--- src/rtl/dbrk_pkg.sv ---
package dbrk_pkg;

    localparam int BRK_AW     = 15;
    localparam int BRK_DW     = 18;
    localparam int BRK_MAXDEV = 4;
    localparam int BRK_IW     = $clog2(BRK_MAXDEV);

    typedef logic [BRK_IW-1:0] dev_idx_t;

    typedef enum logic {
        XFER_FROM_MEM = 1'b0,
        XFER_TO_MEM   = 1'b1
    } xfer_dir_e;

    typedef struct packed {
        dev_idx_t           dev;
        xfer_dir_e          dir;
        logic [BRK_AW-1:0]  addr;
    } slot_t;

    // lowest set bit wins
    function automatic dev_idx_t first_set(input logic [BRK_MAXDEV-1:0] v);
        dev_idx_t r;
        r = '0;
        for (int i = BRK_MAXDEV - 1; i >= 0; i--) begin
            if (v[i]) r = dev_idx_t'(i);
        end
        return r;
    endfunction

    function automatic logic [BRK_MAXDEV-1:0] idx_onehot(input dev_idx_t i);
        logic [BRK_MAXDEV-1:0] one;
        one = 1;
        return one << i;
    endfunction

endpackage

--- src/rtl/dbrk_phase.sv ---
module dbrk_phase #(
    parameter int NPH = 4,
    localparam int PW = $clog2(NPH)
) (
    input  logic          clk,
    input  logic          rst,
    output logic [PW-1:0] ph,
    output logic          last
);

    assign last = (ph == PW'(NPH - 1));

    always_ff @(posedge clk) begin
        if (rst) begin
            ph <= '0;
        end else if (last) begin
            ph <= '0;
        end else begin
            ph <= ph + 1'b1;
        end
    end

endmodule

--- src/rtl/dbrk_arb.sv ---
module dbrk_arb
    import dbrk_pkg::*;
#(
    parameter int NDEV = 4
) (
    input  logic            clk,
    input  logic            rst,
    input  logic [NDEV-1:0] req,
    input  logic            take,
    output logic            any,
    output dev_idx_t        win
);

    logic [NDEV-1:0]       pend;
    logic [NDEV-1:0]       cand;
    logic [NDEV-1:0]       clr;
    logic [BRK_MAXDEV-1:0] cand_w;

    assign cand = pend | req;
    assign any  = |cand;

    generate
        if (NDEV == BRK_MAXDEV) begin : g_full
            assign cand_w = cand;
        end else begin : g_pad
            assign cand_w = {{(BRK_MAXDEV - NDEV){1'b0}}, cand};
        end
    endgenerate

    assign win = first_set(cand_w);
    assign clr = take ? NDEV'(idx_onehot(win)) : '0;

    always_ff @(posedge clk) begin
        if (rst) begin
            pend <= '0;
        end else begin
            pend <= cand & ~clr;
        end
    end

endmodule

--- src/rtl/dbrk_xfer.sv ---
module dbrk_xfer
    import dbrk_pkg::*;
#(
    parameter int NDEV = 4,
    parameter int NPH  = 4,
    localparam int PW  = $clog2(NPH),
    localparam int MID = NPH / 2
) (
    input  logic                   clk,
    input  logic                   rst,
    input  logic [PW-1:0]          ph,
    input  logic                   last,
    input  logic                   any,
    input  dev_idx_t               win,
    input  logic [NDEV-1:0]        dev_dir,
    input  logic [NDEV*BRK_AW-1:0] dev_addr,
    input  logic [NDEV*BRK_DW-1:0] dev_wdata,
    input  logic [BRK_DW-1:0]      mem_rdata,
    output logic [NDEV-1:0]        aack,
    output logic [NDEV-1:0]        dack,
    output logic [NDEV-1:0]        drdy,
    output logic [BRK_DW-1:0]      rdata,
    output logic                   hold,
    output logic [BRK_AW-1:0]      mem_addr,
    output logic [BRK_DW-1:0]      mem_wdata,
    output logic                   mem_we,
    output logic                   mem_re
);

    slot_t              cur;
    logic               active;
    logic [BRK_DW-1:0]  wbuf;
    logic [BRK_DW-1:0]  rbuf;
    xfer_dir_e          sel_dir;
    logic [BRK_AW-1:0]  sel_addr;
    logic [BRK_DW-1:0]  cur_wdata;
    logic [NDEV-1:0]    win_oh;
    logic [NDEV-1:0]    cur_oh;
    logic               grant;
    logic               at_sample;
    logic               at_mid;

    assign grant     = last & any;
    assign at_sample = active && (ph == PW'(MID - 1));
    assign at_mid    = active && (ph == PW'(MID));

    always_comb begin
        sel_dir   = xfer_dir_e'(dev_dir[win]);
        sel_addr  = dev_addr[int'(win) * BRK_AW +: BRK_AW];
        cur_wdata = dev_wdata[int'(cur.dev) * BRK_DW +: BRK_DW];
        win_oh    = NDEV'(idx_onehot(win));
        cur_oh    = NDEV'(idx_onehot(cur.dev));
    end

    always_ff @(posedge clk) begin
        if (rst) begin
            active <= 1'b0;
            cur    <= '0;
            wbuf   <= '0;
            rbuf   <= '0;
            aack   <= '0;
            dack   <= '0;
            drdy   <= '0;
        end else begin
            aack <= grant ? win_oh : '0;
            dack <= (at_mid && cur.dir == XFER_TO_MEM)   ? cur_oh : '0;
            drdy <= (at_mid && cur.dir == XFER_FROM_MEM) ? cur_oh : '0;
            if (last) begin
                active <= any;
                if (any) begin
                    cur <= '{dev: win, dir: sel_dir, addr: sel_addr};
                end
            end
            if (at_sample) begin
                if (cur.dir == XFER_TO_MEM) begin
                    wbuf <= cur_wdata;
                end else begin
                    rbuf <= mem_rdata;
                end
            end
        end
    end

    assign hold      = active;
    assign rdata     = rbuf;
    assign mem_addr  = active ? cur.addr : '0;
    assign mem_wdata = wbuf;
    assign mem_re    = active && (ph == '0) && (cur.dir == XFER_FROM_MEM);
    assign mem_we    = at_mid && (cur.dir == XFER_TO_MEM);

    AST_ONE_WORD: assert property (@(posedge clk) disable iff (rst)
        !(mem_we && mem_re)) else $error("read and write in one clock");
    AST_STEAL_AT_EDGE: assert property (@(posedge clk) disable iff (rst)
        $rose(hold) |-> $past(last)) else $error("steal off boundary");
    AST_AACK_PHASE0: assert property (@(posedge clk) disable iff (rst)
        (|aack) |-> (hold && ph == '0)) else $error("address ack out of phase");
    AST_AACK_ONEHOT: assert property (@(posedge clk) disable iff (rst)
        $onehot0(aack)) else $error("address ack to several devices");
    AST_STROBE_PHASE: assert property (@(posedge clk) disable iff (rst)
        (|(dack | drdy)) |-> (hold && ph == PW'(MID + 1))) else $error("data strobe out of phase");
    AST_RDATA_HELD: assert property (@(posedge clk) disable iff (rst)
        (|drdy) |-> $stable(rdata)) else $error("read word moved under strobe");

endmodule

--- src/rtl/dbrk_channel.sv ---
module dbrk_channel
    import dbrk_pkg::*;
#(
    parameter int NDEV = 4,
    parameter int NPH  = 4,
    localparam int PW  = $clog2(NPH)
) (
    input  logic                   clk,
    input  logic                   rst,
    input  logic [NDEV-1:0]        dev_req,
    input  logic [NDEV-1:0]        dev_dir,
    input  logic [NDEV*BRK_AW-1:0] dev_addr,
    input  logic [NDEV*BRK_DW-1:0] dev_wdata,
    output logic [NDEV-1:0]        dev_addr_ack,
    output logic [NDEV-1:0]        dev_data_ack,
    output logic [NDEV-1:0]        dev_data_rdy,
    output logic [BRK_DW-1:0]      brk_rdata,
    output logic                   cpu_hold,
    output logic [BRK_AW-1:0]      mem_addr,
    output logic [BRK_DW-1:0]      mem_wdata,
    output logic                   mem_we,
    output logic                   mem_re,
    input  logic [BRK_DW-1:0]      mem_rdata
);

    logic [PW-1:0] ph;
    logic          last;
    logic          any;
    dev_idx_t      win;
    logic          take;

    assign take = last & any;

    dbrk_phase #(.NPH(NPH)) u_phase (
        .clk  (clk),
        .rst  (rst),
        .ph   (ph),
        .last (last)
    );

    dbrk_arb #(.NDEV(NDEV)) u_arb (
        .clk  (clk),
        .rst  (rst),
        .req  (dev_req),
        .take (take),
        .any  (any),
        .win  (win)
    );

    dbrk_xfer #(.NDEV(NDEV), .NPH(NPH)) u_xfer (
        .clk       (clk),
        .rst       (rst),
        .ph        (ph),
        .last      (last),
        .any       (any),
        .win       (win),
        .dev_dir   (dev_dir),
        .dev_addr  (dev_addr),
        .dev_wdata (dev_wdata),
        .mem_rdata (mem_rdata),
        .aack      (dev_addr_ack),
        .dack      (dev_data_ack),
        .drdy      (dev_data_rdy),
        .rdata     (brk_rdata),
        .hold      (cpu_hold),
        .mem_addr  (mem_addr),
        .mem_wdata (mem_wdata),
        .mem_we    (mem_we),
        .mem_re    (mem_re)
    );

    AST_IDLE_NO_ACCESS: assert property (@(posedge clk) disable iff (rst)
        (mem_we || mem_re) |-> cpu_hold) else $error("memory touched outside stolen cycle");
    AST_ACK_TO_REQUESTER: assert property (@(posedge clk) disable iff (rst)
        (|dev_addr_ack) |-> $past(cpu_hold) || $past(last)) else $error("ack without boundary");

endmodule

--- config.mk ---
export PLATFORM = sky130hd
export DESIGN_NAME = dbrk_channel
export DESIGN_NICKNAME = d
export VERILOG_FILES = /design/src/rtl/dbrk_pkg.sv /design/src/rtl/dbrk_phase.sv /design/src/rtl/dbrk_arb.sv /design/src/rtl/dbrk_xfer.sv /design/src/rtl/dbrk_channel.sv
export SDC_FILE = /design/constraint.sdc
export NUM_CORES = 1
export LEC_CHECK = 0
export BUFFER_PORTS_ARGS = -buffer_cell sky130_fd_sc_hd__buf_2
export CAP_MARGIN = 20
export CORE_ASPECT_RATIO = 1.1
export CORE_MARGIN = 4
export CORE_UTILIZATION = 44
export CTS_BUF_LIST = sky130_fd_sc_hd__clkbuf_8
export DETAILED_ROUTE_END_ITERATION = 16
export MAX_ROUTING_LAYER = met4
export PLACE_DENSITY = 0.93
export SYNTH_ARGS = -nofsm -noshare
export SYNTH_HDL_FRONTEND = slang
export SYNTH_SLANG_ARGS = --single-unit
--- constraint.sdc ---
create_clock -name clk -period 2 [get_ports clk]
set_input_delay 0.1 -clock clk [delete_from_list [all_inputs] [get_ports clk]]
set_output_delay 0.1 -clock clk [all_outputs]
set_load 0.02 [all_outputs]
### Word-level counts from Yosys, hierarchy flattened

Index checks and enable logic that the tools add are counted.

* bitwise logic cells: 7
* muxes and demuxes: 8
* magnitude comparators: 1
* shifts and indexed selects: 4
* multiply operators: 2
* add/subtract/negate cells: 1
* eq/ne operators: 3
* reduce and logical (&&, ||, !) cells: 14

Operators by type and width (number)
* 72-bit by 32-bit variable part select with 18-bit output: 1
* 60-bit by 32-bit variable part select with 15-bit output: 1
* 15-bit two-way mux: 1
* 2-bit by 4-bit multiplier with 6-bit output (second input constant): 2
* 2-bit two-way mux: 4
* 1-bit by 2-bit << shifter with 4-bit output (first input constant): 2
* 1-bit logical AND: 6
* 2-bit AND reduction: 3
* 2-bit OR reduction: 3
* 4-bit AND: 1
* 2-bit equality test (second input constant): 2
* 4-bit two-way mux: 1
* 4-bit NOT: 1
* 4-bit bitwise OR: 1
* 4-bit OR reduction: 1
* 2-bit by 3-bit < comparator with 1-bit output (second input constant): 1
* 1-bit NOT: 3
* 2-bit by 1-bit adder with 2-bit output (second input constant): 1
* 1-bit binary-select mux with 2-bit select: 1
* 2-bit by 1-bit equality test with 1-bit output (second input constant): 1
* 2-bit logical NOT: 1
* 1-bit AND: 1
* 1-bit two-way mux: 1

* output and inout bits: 66
* word-level logic and storage cells: 51
* bits in registers: 73

### Logic depth before layout (Yosys ltp)

Gate-level depths: netlist of the first run.

* depth in word-level cells: 9
* depth in mapped cells: 7
* depth with buffers taken out: 5

### Modules after synthesis

From an unflattened synthesis of the first run, not the netlist that was laid out.

* cells, all modules: 290
* area, all modules: 3399.5 um2

By module, submodules not included
* dbrk_xfer: area an instance 3144.3 um2, seq. area each 1341.3 um2, instances 1, cells an instance 266
* dbrk_arb: area an instance 173.9 um2, seq. area each 80.1 um2, instances 1, cells an instance 18
* dbrk_phase: area an instance 75.1 um2, seq. area each 40.0 um2, instances 1, cells an instance 5
* dbrk_channel: area an instance 6.3 um2, seq. area each 0.0 um2, instances 1, cells an instance 1

### Worst setup path before layout of the first run

No wires, ideal clock.

* path type: register to register
* start: register u_arb.pend[2]
* end: register u_xfer.cur[10] (netlist name)
* setup slack: 381 ps
* setup time: 150 ps
* clock period less this slack: 1619 ps
* stages on the path, launching flop included: 6
* path buffers: 1
* required time: 1850 ps
* arrival time: 1470 ps
* cell sequence: dfxtp_1 or4_4 o21a_1 buf_2 o21bai_1 a41oi_2

* word-level cells in the longest chain between the ends: 6
* elaborated cells on any way between the ends: 8
* classes of those cells: mul: 1; shift: 1; mux: 3; bitwise: 1; reduce/logical: 2

RTL lines
* start: declaration: line dbrk_arb.sv:14 `logic [NDEV-1:0] pend;`
* start signal: assignment: line dbrk_arb.sv:37 `pend <= cand & ~clr;`
* 4-bit bitwise OR *: line dbrk_arb.sv:19 `assign cand = pend | req;`
* 2-bit two-way mux (3 in series): line dbrk_pkg.sv:26 `if (v[i]) r = dev_idx_t'(i);`
* 2-bit by 4-bit multiplier with 6-bit output: line dbrk_xfer.sv:49 `sel_addr = dev_addr[int'(win) * BRK_AW +: BRK_AW];`
* 60-bit by 32-bit variable part select with 15-bit output: line dbrk_xfer.sv:49
* end signal: assignment: line dbrk_xfer.sv:71 `cur <= '{dev: win, dir: sel_dir, addr: sel_addr};`
* end: declaration: line dbrk_xfer.sv:30 `slot_t cur;`

Every way passes the cells marked *; elsewhere a longest branch is shown, timed or not.
A chain may end at the register's enable or synchronous reset.

### Worst setup path after layout of the first run

* start: register u_arb.pend[2]
* end: register u_xfer.cur[8] (netlist name)

The elaborated chain is that of the path after synthesis.

==> results.sh, run 1 <==
export IMPL_synth_cell_types=37
export IMPL_grt_total_usage=0.258
export IMPL_avgSynthCellArea_um2=9.14
export IMPL_synthCells=385
export IMPL_slew_viol_final=0
export IMPL_slew_headroom=0.557
export IMPL_p_seq_frac=0.460
export IMPL_die_y_um=102
export IMPL_place_congestion=0.936
export IMPL_firstDrtPassIters=4
export IMPL_switching_share=0.248
export IMPL_register_area_um2=1460
export IMPL_startpoint_type="flip-flop"
export IMPL_netlist_area_um2=3520
export IMPL_p_leak_nw=2.36
export IMPL_hp_start="dev_req[0]"
export IMPL_h_tree_depth=3
export IMPL_drc_errors=0
export IMPL_critPathKind="flip-flop to flip-flop"
export IMPL_reg2regPathDepth=4
export IMPL_combPwrFrac=0.162
export IMPL_area_delta_synth_final_pct=46.5
export IMPL_place_hpwl_um=9050
export IMPL_core_um2=7640
export IMPL_max_freq_mhz=561
export IMPL_io_pins=226
export IMPL_wl_um=11900
export IMPL_nets=785
export IMPL_port_buffers=225
export IMPL_cts_root_buf="clkbuf_8"
export IMPL_ys_seq_elements=73
export IMPL_hold_path_class="input port to flip-flop"
export IMPL_cap_violations=0
export IMPL_grt_pass1_wl_um=18800
export IMPL_r2r_end="u_xfer.cur[8]"
export IMPL_cp_max_fo=16
export IMPL_vias=3926
export IMPL_clk_path_buf_depth=2
export IMPL_fillers=634
export IMPL_p_clk_frac=0.378
export IMPL_cts_buffers_inserted=9
export IMPL_crit_path_end_kind="flip-flop"
export IMPL_startpoint="u_arb.pend[2]"
export IMPL_rsz0062_at_grt="no"
export IMPL_p_switching_w=0.000824
export IMPL_hold_path_depth=2
export IMPL_irDropWorstVdd_v=0.000357
export IMPL_finalHoldViolCount=0
export IMPL_reg2reg_from="u_arb.pend[2]"
export IMPL_internal_power_w=0.00250
export IMPL_ys_warn_count=0
export IMPL_status="finished clean"
export IMPL_fin_skew_ns=0.00717
export IMPL_cts_sinks=73
export IMPL_r2r_slack_ns=0.22
export IMPL_clk_pin_slew_worst_paths_ns=0.07
export IMPL_setup_viol=0
export IMPL_die_width_um=93.3
export IMPL_drtIter0Drc=185
export IMPL_setup_tns_ns=0
export IMPL_ant_nets=0
export IMPL_cts_tree="yes"
export IMPL_cp_data_arrival_time_ns=1.97
export IMPL_period_minus_slack_ns=1.78
export IMPL_period_share=0.891
export IMPL_clk_latency_ns=0.34
export IMPL_num_rows=33
export IMPL_grt_overflow=0
export IMPL_worst_pin_slew_ns=0.663
export IMPL_viasPerCell=5.36
export IMPL_grt_max_degree=28
export IMPL_required_ns=2.19
export IMPL_multi_input_area_um2=1920
export IMPL_hold_path_end="u_xfer.aack[1]"
export IMPL_wl_per_cell_um=16.3
export IMPL_grt_antenna_before_repair=0
export IMPL_floorplan_initialDensity=0.461
export IMPL_ys_seq_area_frac=0.415
export IMPL_syn_nets=549
export IMPL_final_core_util=0.675
export IMPL_dieArea_um2=9500
export IMPL_p_per_area_nw_per_um2=646
export IMPL_grt_pass1_vias=4096
export IMPL_post_cts_resized=0
export IMPL_drive_gt1_frac=0.457
==> power groups by stage <==
stage	clock network [W]	registers (W)	logic [W]
CTS	0.00130	0.00153	0.000538
detailed placement	0	0.00156	0.000508
global route	0.00135	0.00154	0.000591
floorplan	0	0.00156	0.000262
finish	0.00126	0.00153	0.000540
global placement	0	0.00156	0.000491
==> cells by family after synthesis <==
| logic type | share of synthesized area |
|---|---|
| adders and majority gates | 0.0142 |
| muxes | 0.115 |
| and+or+nand+nor | 0.202 |
| DFF | 0.415 |
| buffers and inverters | 0.0384 |
| AOI/OAI and AO/OA | 0.215 |
==> per-stage QoR <==
step / total power [W] / instance area, µm² / setup slack [ns] / hold slack (ns) / cells
after floorplan: 0.00182 / 3520 / 0.381 / 0.179 / 385
after global placement: 0.00205 / 4750 / 0.259 / 0.340 / 697
final: 0.00333 / 5150 / 0.218 / 0.0333 / 732
after detailed placement: 0.00207 / 4750 / 0.232 / 0.350 / 697
after global routing: 0.00348 / 5150 / 0.113 / 0.0288 / 731
after CTS: 0.00336 / 5150 / 0.223 / 0.0104 / 731
==> repair_timing <==
item,CTS,global route
endpoints found under the hold margin,18,0
hold buffers,18,0
setup buffers,0,0
setup endpoints to repair,0,0
==> metal layers <==
layer  share of wire  up-vias  global-route usage
li1                -     1855                   -
met1            0.37     1817               0.287
met5               0        -                   -
met3           0.080       35              0.0386
met4           0.028        0               0.126
met2            0.52      219               0.449
==> area by class of cell <==
class,count,area share
diodes,1,0.000485
clock inverters,6,0.0160
clock buffers,10,0.0267
flip-flops and latches,73,0.283
inverters,2,0.00146
multi-input cells,280,0.373
repair buffers,255,0.273
well taps,105,0.0255
==> sequential cells by signal, indices dropped and copies added, names as in the netlist <==
signal,flops
u_arb.pend,4
u_phase.ph,2
u_xfer.aack,4
u_xfer.cur,18
u_xfer.dack,4
u_xfer.drdy,4
u_xfer.hold,1
u_xfer.mem_wdata,18
u_xfer.rdata,18
==> cell usage after synthesis (all sizes together) <==
library cell / n / share of area
nand2: 106 / 0.11
nor3: 6 / 0.0085
and2: 17 / 0.030
o21a: 1 / 0.0021
o221ai: 15 / 0.037
o31ai: 1 / 0.0060
buf: 9 / 0.014
ha: 4 / 0.014
and3: 2 / 0.0036
o311ai: 1 / 0.0025
a211oi: 3 / 0.0064
mux4: 18 / 0.12
and4b: 1 / 0.0028
a311oi: 1 / 0.0025
or4: 2 / 0.0064
nand3: 2 / 0.0028
nor3b: 1 / 0.0021
nor2b: 2 / 0.0036
nor2: 13 / 0.015
a21oi: 40 / 0.057
o22ai: 1 / 0.0018
o21bai: 15 / 0.032
a31oi: 1 / 0.0018
clkbuf: 21 / 0.022
nand2b: 4 / 0.0071
nor4: 2 / 0.0053
o21ai: 5 / 0.0071
or2: 1 / 0.0018
dfxtp: 73 / 0.42
a41oi: 15 / 0.059
inv: 2 / 0.0021
==> worst max-delay path by stage <==
| stage | end | slack, ns | depth (start not counted) |
|---|---|---|---|
| floorplan | u_xfer.cur[10] | 0.38 | 5 |
| global placement | u_xfer.cur[16] | 0.26 | 4 |
| detailed placement | u_xfer.cur[4] | 0.23 | 4 |
| CTS | u_xfer.cur[8] | 0.22 | 4 |
| global route | u_xfer.cur[10] | 0.11 | 4 |
| finish | u_xfer.cur[8] | 0.22 | 4 |
==> worst max-delay path, stage by stage, from the launching register on <==
cell	delay [ns]
dfxtp_1	0.35
or4_4	0.56
o21a_1	0.42
o21bai_1	0.26
a41oi_2	0.05
==> placed cells by master (no fill, tap or decap), drive strengths merged, types with 10 or more instances in the layout <==
cell type | netlist | layout
buf | 9 | 237
nand2 | 106 | 106
dfxtp | 73 | 73
a21oi | 40 | 40
mux4 | 18 | 18
dlygate4sd3 | 0 | 18
and2 | 17 | 17
o221ai | 15 | 15
o21bai | 15 | 15
a41oi | 15 | 15
nor2 | 13 | 13
clkbuf | 21 | 10
Power figures use the tool's default switching activity.
==> run 2: changes to the inputs <==
--- a/config.mk
+++ b/config.mk
@@ -14,6 +14,7 @@
 export DETAILED_ROUTE_END_ITERATION = 16
 export MAX_ROUTING_LAYER = met4
 export PLACE_DENSITY = 0.93
+export RECOVER_POWER = 100
 export SYNTH_ARGS = -nofsm -noshare
 export SYNTH_HDL_FRONTEND = slang
 export SYNTH_SLANG_ARGS = --single-unit
==> results.sh, run 2 (synthesis results as in run 1) <==
export IMPL_worst_slack_ns=0.151
export IMPL_period_share=0.925
export IMPL_viasPerCell=5.37
export IMPL_num_rows=33
export IMPL_cp_data_arrival_time_ns=1.75
export IMPL_grt_pass1_wl_um=18800
export IMPL_status="finished clean"
export IMPL_p_seq_frac=0.461
export IMPL_register_area_um2=1460
export IMPL_io_pins=226
export IMPL_max_freq_mhz=541
export IMPL_setup_viol=0
export IMPL_hold_buffers=18
export IMPL_cts_setup_buffers=0
export IMPL_slowest_stage="clkbuf_1"
export IMPL_p_per_area_nw_per_um2=655
export IMPL_grt_antenna_before_repair=0
export IMPL_vias=3928
export IMPL_period_minus_slack_ns=1.85
export IMPL_place_hpwl_um=9050
export IMPL_area_delta_synth_final_pct=44.0
export IMPL_slew_viol_final=0
export IMPL_cap_violations=0
export IMPL_drtIter0Drc=175
export IMPL_hp_start="dev_req[0]"
export IMPL_internal_power_w=0.00250
export IMPL_startpoint_type="flip-flop"
export IMPL_switching_share=0.248
export IMPL_irDropWorstVdd_v=0.000355
export IMPL_combPwrFrac=0.161
export IMPL_post_cts_resized=0
export IMPL_die_y_um=102
export IMPL_clk_path_buf_depth=2
export IMPL_p_clk_frac=0.379
export IMPL_grt_overflow=0
export IMPL_clk_pin_slew_worst_paths_ns=0.07
export IMPL_wl_per_cell_um=16.4
export IMPL_nets=785
export IMPL_holdWs_ns=0.0182
export IMPL_cp_max_fo=16
export IMPL_cp_cell_sequence="clkbuf_1 > and2_1 > clkbuf_1"
export IMPL_port_buffers=225
export IMPL_core_um2=7640
export IMPL_grt_total_usage=0.258
export IMPL_slew_headroom=0.555
export IMPL_finalHoldViolCount=0
export IMPL_grt_max_degree=28
export IMPL_place_congestion=0.936
export IMPL_drc_errors=0
export IMPL_p_leak_nw=2.11
export IMPL_wl_um=12000
export IMPL_setup_tns_ns=0
export IMPL_r2r_end="u_xfer.cur[8]"
export IMPL_reg2regPathDepth=4
export IMPL_crit_path_end_kind="output pin"
export IMPL_final_cell_mix="171 x buf_2, 106 x nand2_1, 73 x dfxtp_1, 54 x clkbuf_1, 40 x a21oi_1"
export IMPL_drive_gt1_frac=0.366
export IMPL_required_ns=1.90
export IMPL_clk_latency_ns=0.34
export IMPL_hold_path_depth=2
export IMPL_grt_pass1_vias=4096
export IMPL_place_ws_ns=0.232
export IMPL_crit_top_cell="clkbuf_1"
export IMPL_cts_root_buf="clkbuf_8"
export IMPL_worst_pin_slew_ns=0.665
export IMPL_floorplan_initialDensity=0.461
export IMPL_fillers=676
export IMPL_rsz0062_at_grt="no"
export IMPL_r2r_slack_ns=0.18
export IMPL_cts_buffers_inserted=9
export IMPL_critPathMaxStageDelay_ns=0.55
export IMPL_p_switching_w=0.000822
export IMPL_cts_sinks=73
export IMPL_firstDrtPassIters=4
export IMPL_die_width_um=93.3
export IMPL_hold_path_class="input port to flip-flop"
export IMPL_multi_input_area_um2=1910
export IMPL_dieArea_um2=9500
export IMPL_h_tree_depth=3
export IMPL_ant_nets=0
export IMPL_fin_skew_ns=0.00710
export IMPL_critPathKind="flip-flop to output pin"
export IMPL_layout_commonest_cell="buf_2"
export IMPL_cts_tree="yes"
export IMPL_reg2reg_from="u_arb.pend[0]"
export IMPL_hold_path_end="u_xfer.aack[1]"
-- run 2: worst max path at each step --
stage                      to     startpoint  slack (ns)
2_1_floorplan  u_xfer.cur[10]  u_arb.pend[2]        0.38
5_1_grt          mem_addr[12]    u_xfer.hold        0.06
3_3_place_gp   u_xfer.cur[16]  u_arb.pend[2]        0.26
4_1_cts         u_xfer.cur[8]  u_arb.pend[2]        0.22
6_report         mem_addr[12]    u_xfer.hold        0.15
3_5_place_dp    u_xfer.cur[4]  u_arb.pend[2]        0.23
-- run 2: area by class of cell --
class | count | area share
Clock inverter | 6 | 0.0163
Inverter | 2 | 0.00148
Antenna cell | 1 | 0.000494
Timing Repair Buffer | 255 | 0.264
Multi-Input combinational cell | 280 | 0.376
Clock buffer | 10 | 0.0272
Sequential cell | 73 | 0.288
Tap cell | 105 | 0.0259
-- run 2: worst max-delay path: cells and delay by family, from the launching register on --
kind | cells | cell delay [ns]
buf+inv | 2 | 0.78
simple gates | 1 | 0.21
flops | 1 | 0.42
-- run 2: power by group through the flow --
stage          combinational (W)  sequential [W]  clock [W]
6_report                0.000533         0.00153    0.00126
5_1_grt                 0.000584         0.00153    0.00135
4_1_cts                 0.000538         0.00153    0.00130
3_5_place_dp            0.000508         0.00156          0
3_3_place_gp            0.000491         0.00156          0
2_1_floorplan           0.000262         0.00156          0
-- run 2: metrics by stage --
stage,area [µm²],util,total power (W),cells
after floorplan,3520,-,0.00182,385
after global placement,4750,0.622,0.00205,697
after detailed placement,4750,0.622,0.00207,697
after CTS,5150,0.675,0.00336,731
after global routing,5060,0.663,0.00347,731
final,5070,0.663,0.00332,732
-- run 2: per-layer routing --
layer	vias to the layer above	GRT usage	routed length [µm]
met5	-	-	0
met4	0	0.126	325
met3	35	0.0386	999
met2	217	0.449	6200
met1	1821	0.287	4470
li1	1855	-	-
==> run 3: changes to the inputs <==
--- a/config.mk
+++ b/config.mk
@@ -15,6 +15,8 @@
 export MAX_ROUTING_LAYER = met4
 export PLACE_DENSITY = 0.93
 export RECOVER_POWER = 100
+export REMOVE_ABC_BUFFERS = 1
+export SLEW_MARGIN = 20
 export SYNTH_ARGS = -nofsm -noshare
 export SYNTH_HDL_FRONTEND = slang
 export SYNTH_SLANG_ARGS = --single-unit
==> results.sh, run 3 (synthesis results as in run 1) <==
export IMPL_grt_total_usage=0.249
export IMPL_fin_skew_ns=0.0100
export IMPL_crit_path_end_kind="flip-flop"
export IMPL_cts_setup_buffers=0
export IMPL_slew_headroom=0.537
export IMPL_cp_max_fo=16
export IMPL_io_pins=226
export IMPL_setup_tns_ns=0
export IMPL_grt_antenna_before_repair=0
export IMPL_slew_viol_final=0
export IMPL_drc_errors=0
export IMPL_cts_sinks=73
export IMPL_wl_per_cell_um=16.3
export IMPL_grt_pass1_wl_um=18100
export IMPL_drtIter0Drc=142
export IMPL_cap_violations=0
export IMPL_layout_commonest_cell="buf_2"
export IMPL_critPathKind="flip-flop to flip-flop"
export IMPL_place_congestion=0.841
export IMPL_clk_path_buf_depth=2
export IMPL_status="finished clean"
export IMPL_stdcell_count=728
export IMPL_vias=3930
export IMPL_period_minus_slack_ns=1.82
export IMPL_ant_nets=0
export IMPL_grt_max_degree=38
export IMPL_cts_buffers_inserted=9
export IMPL_irDropWorstVdd_v=0.000379
export IMPL_worst_pin_slew_ns=0.693
export IMPL_critPathMaxStageDelay_ns=0.56
export IMPL_wl_um=11900
export IMPL_grt_pass1_vias=4050
export IMPL_post_place_cells=696
export IMPL_hold_path_class="input port to flip-flop"
export IMPL_hold_buffers=15
export IMPL_place_hpwl_um=8830
export IMPL_dieArea_um2=9500
export IMPL_die_y_um=102
export IMPL_setup_viol=0
export IMPL_max_freq_mhz=550
export IMPL_p_per_area_nw_per_um2=656
export IMPL_rsz0062_at_grt="no"
export IMPL_num_rows=33
export IMPL_required_ns=2.18
export IMPL_p_leak_nw=2.04
export IMPL_clk_latency_ns=0.34
export IMPL_cp_data_arrival_time_ns=2.00
export IMPL_cts_root_buf="clkbuf_8"
export IMPL_period_share=0.910
export IMPL_final_cell_mix="160 x buf_2, 106 x nand2_1, 73 x dfxtp_1, 65 x clkbuf_1, 40 x a21oi_1"
export IMPL_cts_tree="yes"
export IMPL_die_width_um=93.3
export IMPL_grt_overflow=0
export IMPL_slowest_stage="or4_4"
export IMPL_startpoint_type="flip-flop"
export IMPL_port_buffers=225
export IMPL_post_cts_resized=0
export IMPL_core_um2=7640
export IMPL_viasPerCell=5.40
export IMPL_nets=781
export IMPL_firstDrtPassIters=5
export IMPL_finalHoldViolCount=0
export IMPL_drive_gt1_frac=0.355
export IMPL_h_tree_depth=3
export IMPL_floorplan_initialDensity=0.461
export IMPL_clk_pin_slew_worst_paths_ns=0.08
export IMPL_cp_cell_sequence="or4_4 > o21a_1 > o21bai_1 > a41oi_1"
export IMPL_area_delta_synth_final_pct=43.0
==> run 3: where the power goes <==
part	switching, W	total, W	internal (W)
clock network	0.000539	0.00124	0.000702
logic	0.000263	0.000532	0.000269
registers	0.0000323	0.00153	0.00150
total	0.000835	0.00330	0.00247
==> run 3: path summary, 6_finish.rpt <==
| kind | from | to | slack [ns] | cells after the start |
|---|---|---|---|---|
| min reg2reg | u_xfer.rdata[9] | u_xfer.rdata[9] | 0.46 | 2 |
| min | mem_rdata[13] | u_xfer.rdata[13] | 0.02 | 3 |
| max reg2reg | u_arb.pend[0] | u_xfer.cur[7] | 0.18 | 4 |
| max | u_arb.pend[0] | u_xfer.cur[7] | 0.18 | 4 |
==> run 3: metrics by stage <==
stage | util | instance area [µm²] | worst slack [ns] | hold slack [ns] | power [W]
after global placement | 0.622 | 4750 | 0.237 | 0.340 | 0.00205
final | 0.659 | 5030 | 0.181 | 0.0153 | 0.00330
after detailed placement | 0.622 | 4750 | 0.197 | 0.352 | 0.00207
after global routing | 0.658 | 5030 | 0.0961 | 0.0160 | 0.00345
after floorplan | - | 3390 | 0.0918 | 0.169 | 0.00180
after CTS | 0.670 | 5120 | 0.173 | 0.000688 | 0.00333
==> run 3: area by class of cell <==
cell class                      instances  area (µm²)
Clock inverter                          7        95.1
Timing Repair Buffer                  251        1290
Tap cell                              105         131
Inverter                                2        7.51
Multi-Input combinational cell        280        1920
Sequential cell                        73        1460
Antenna cell                            1        2.50
Clock buffer                            9         124
Fill cell                             647        2610
==> run 3: worst max-delay path, delay by kind of cell, from the launching register on <==
| kind | cells | cell delay, ns |
|---|---|---|
| AO/OA/AOI/OAI | 3 | 0.75 |
| AND/OR/NAND/NOR | 1 | 0.56 |
| flip-flops | 1 | 0.37 |
==> run 3: layer usage <==
layer / global-route usage / part of all wire / vias to the layer above
met5: - / 0 / -
met4: 0.152 / 0.047 / 0
met3: 0.0654 / 0.095 / 56
met2: 0.432 / 0.50 / 235
met1: 0.249 / 0.36 / 1787
li1: - / - / 1852
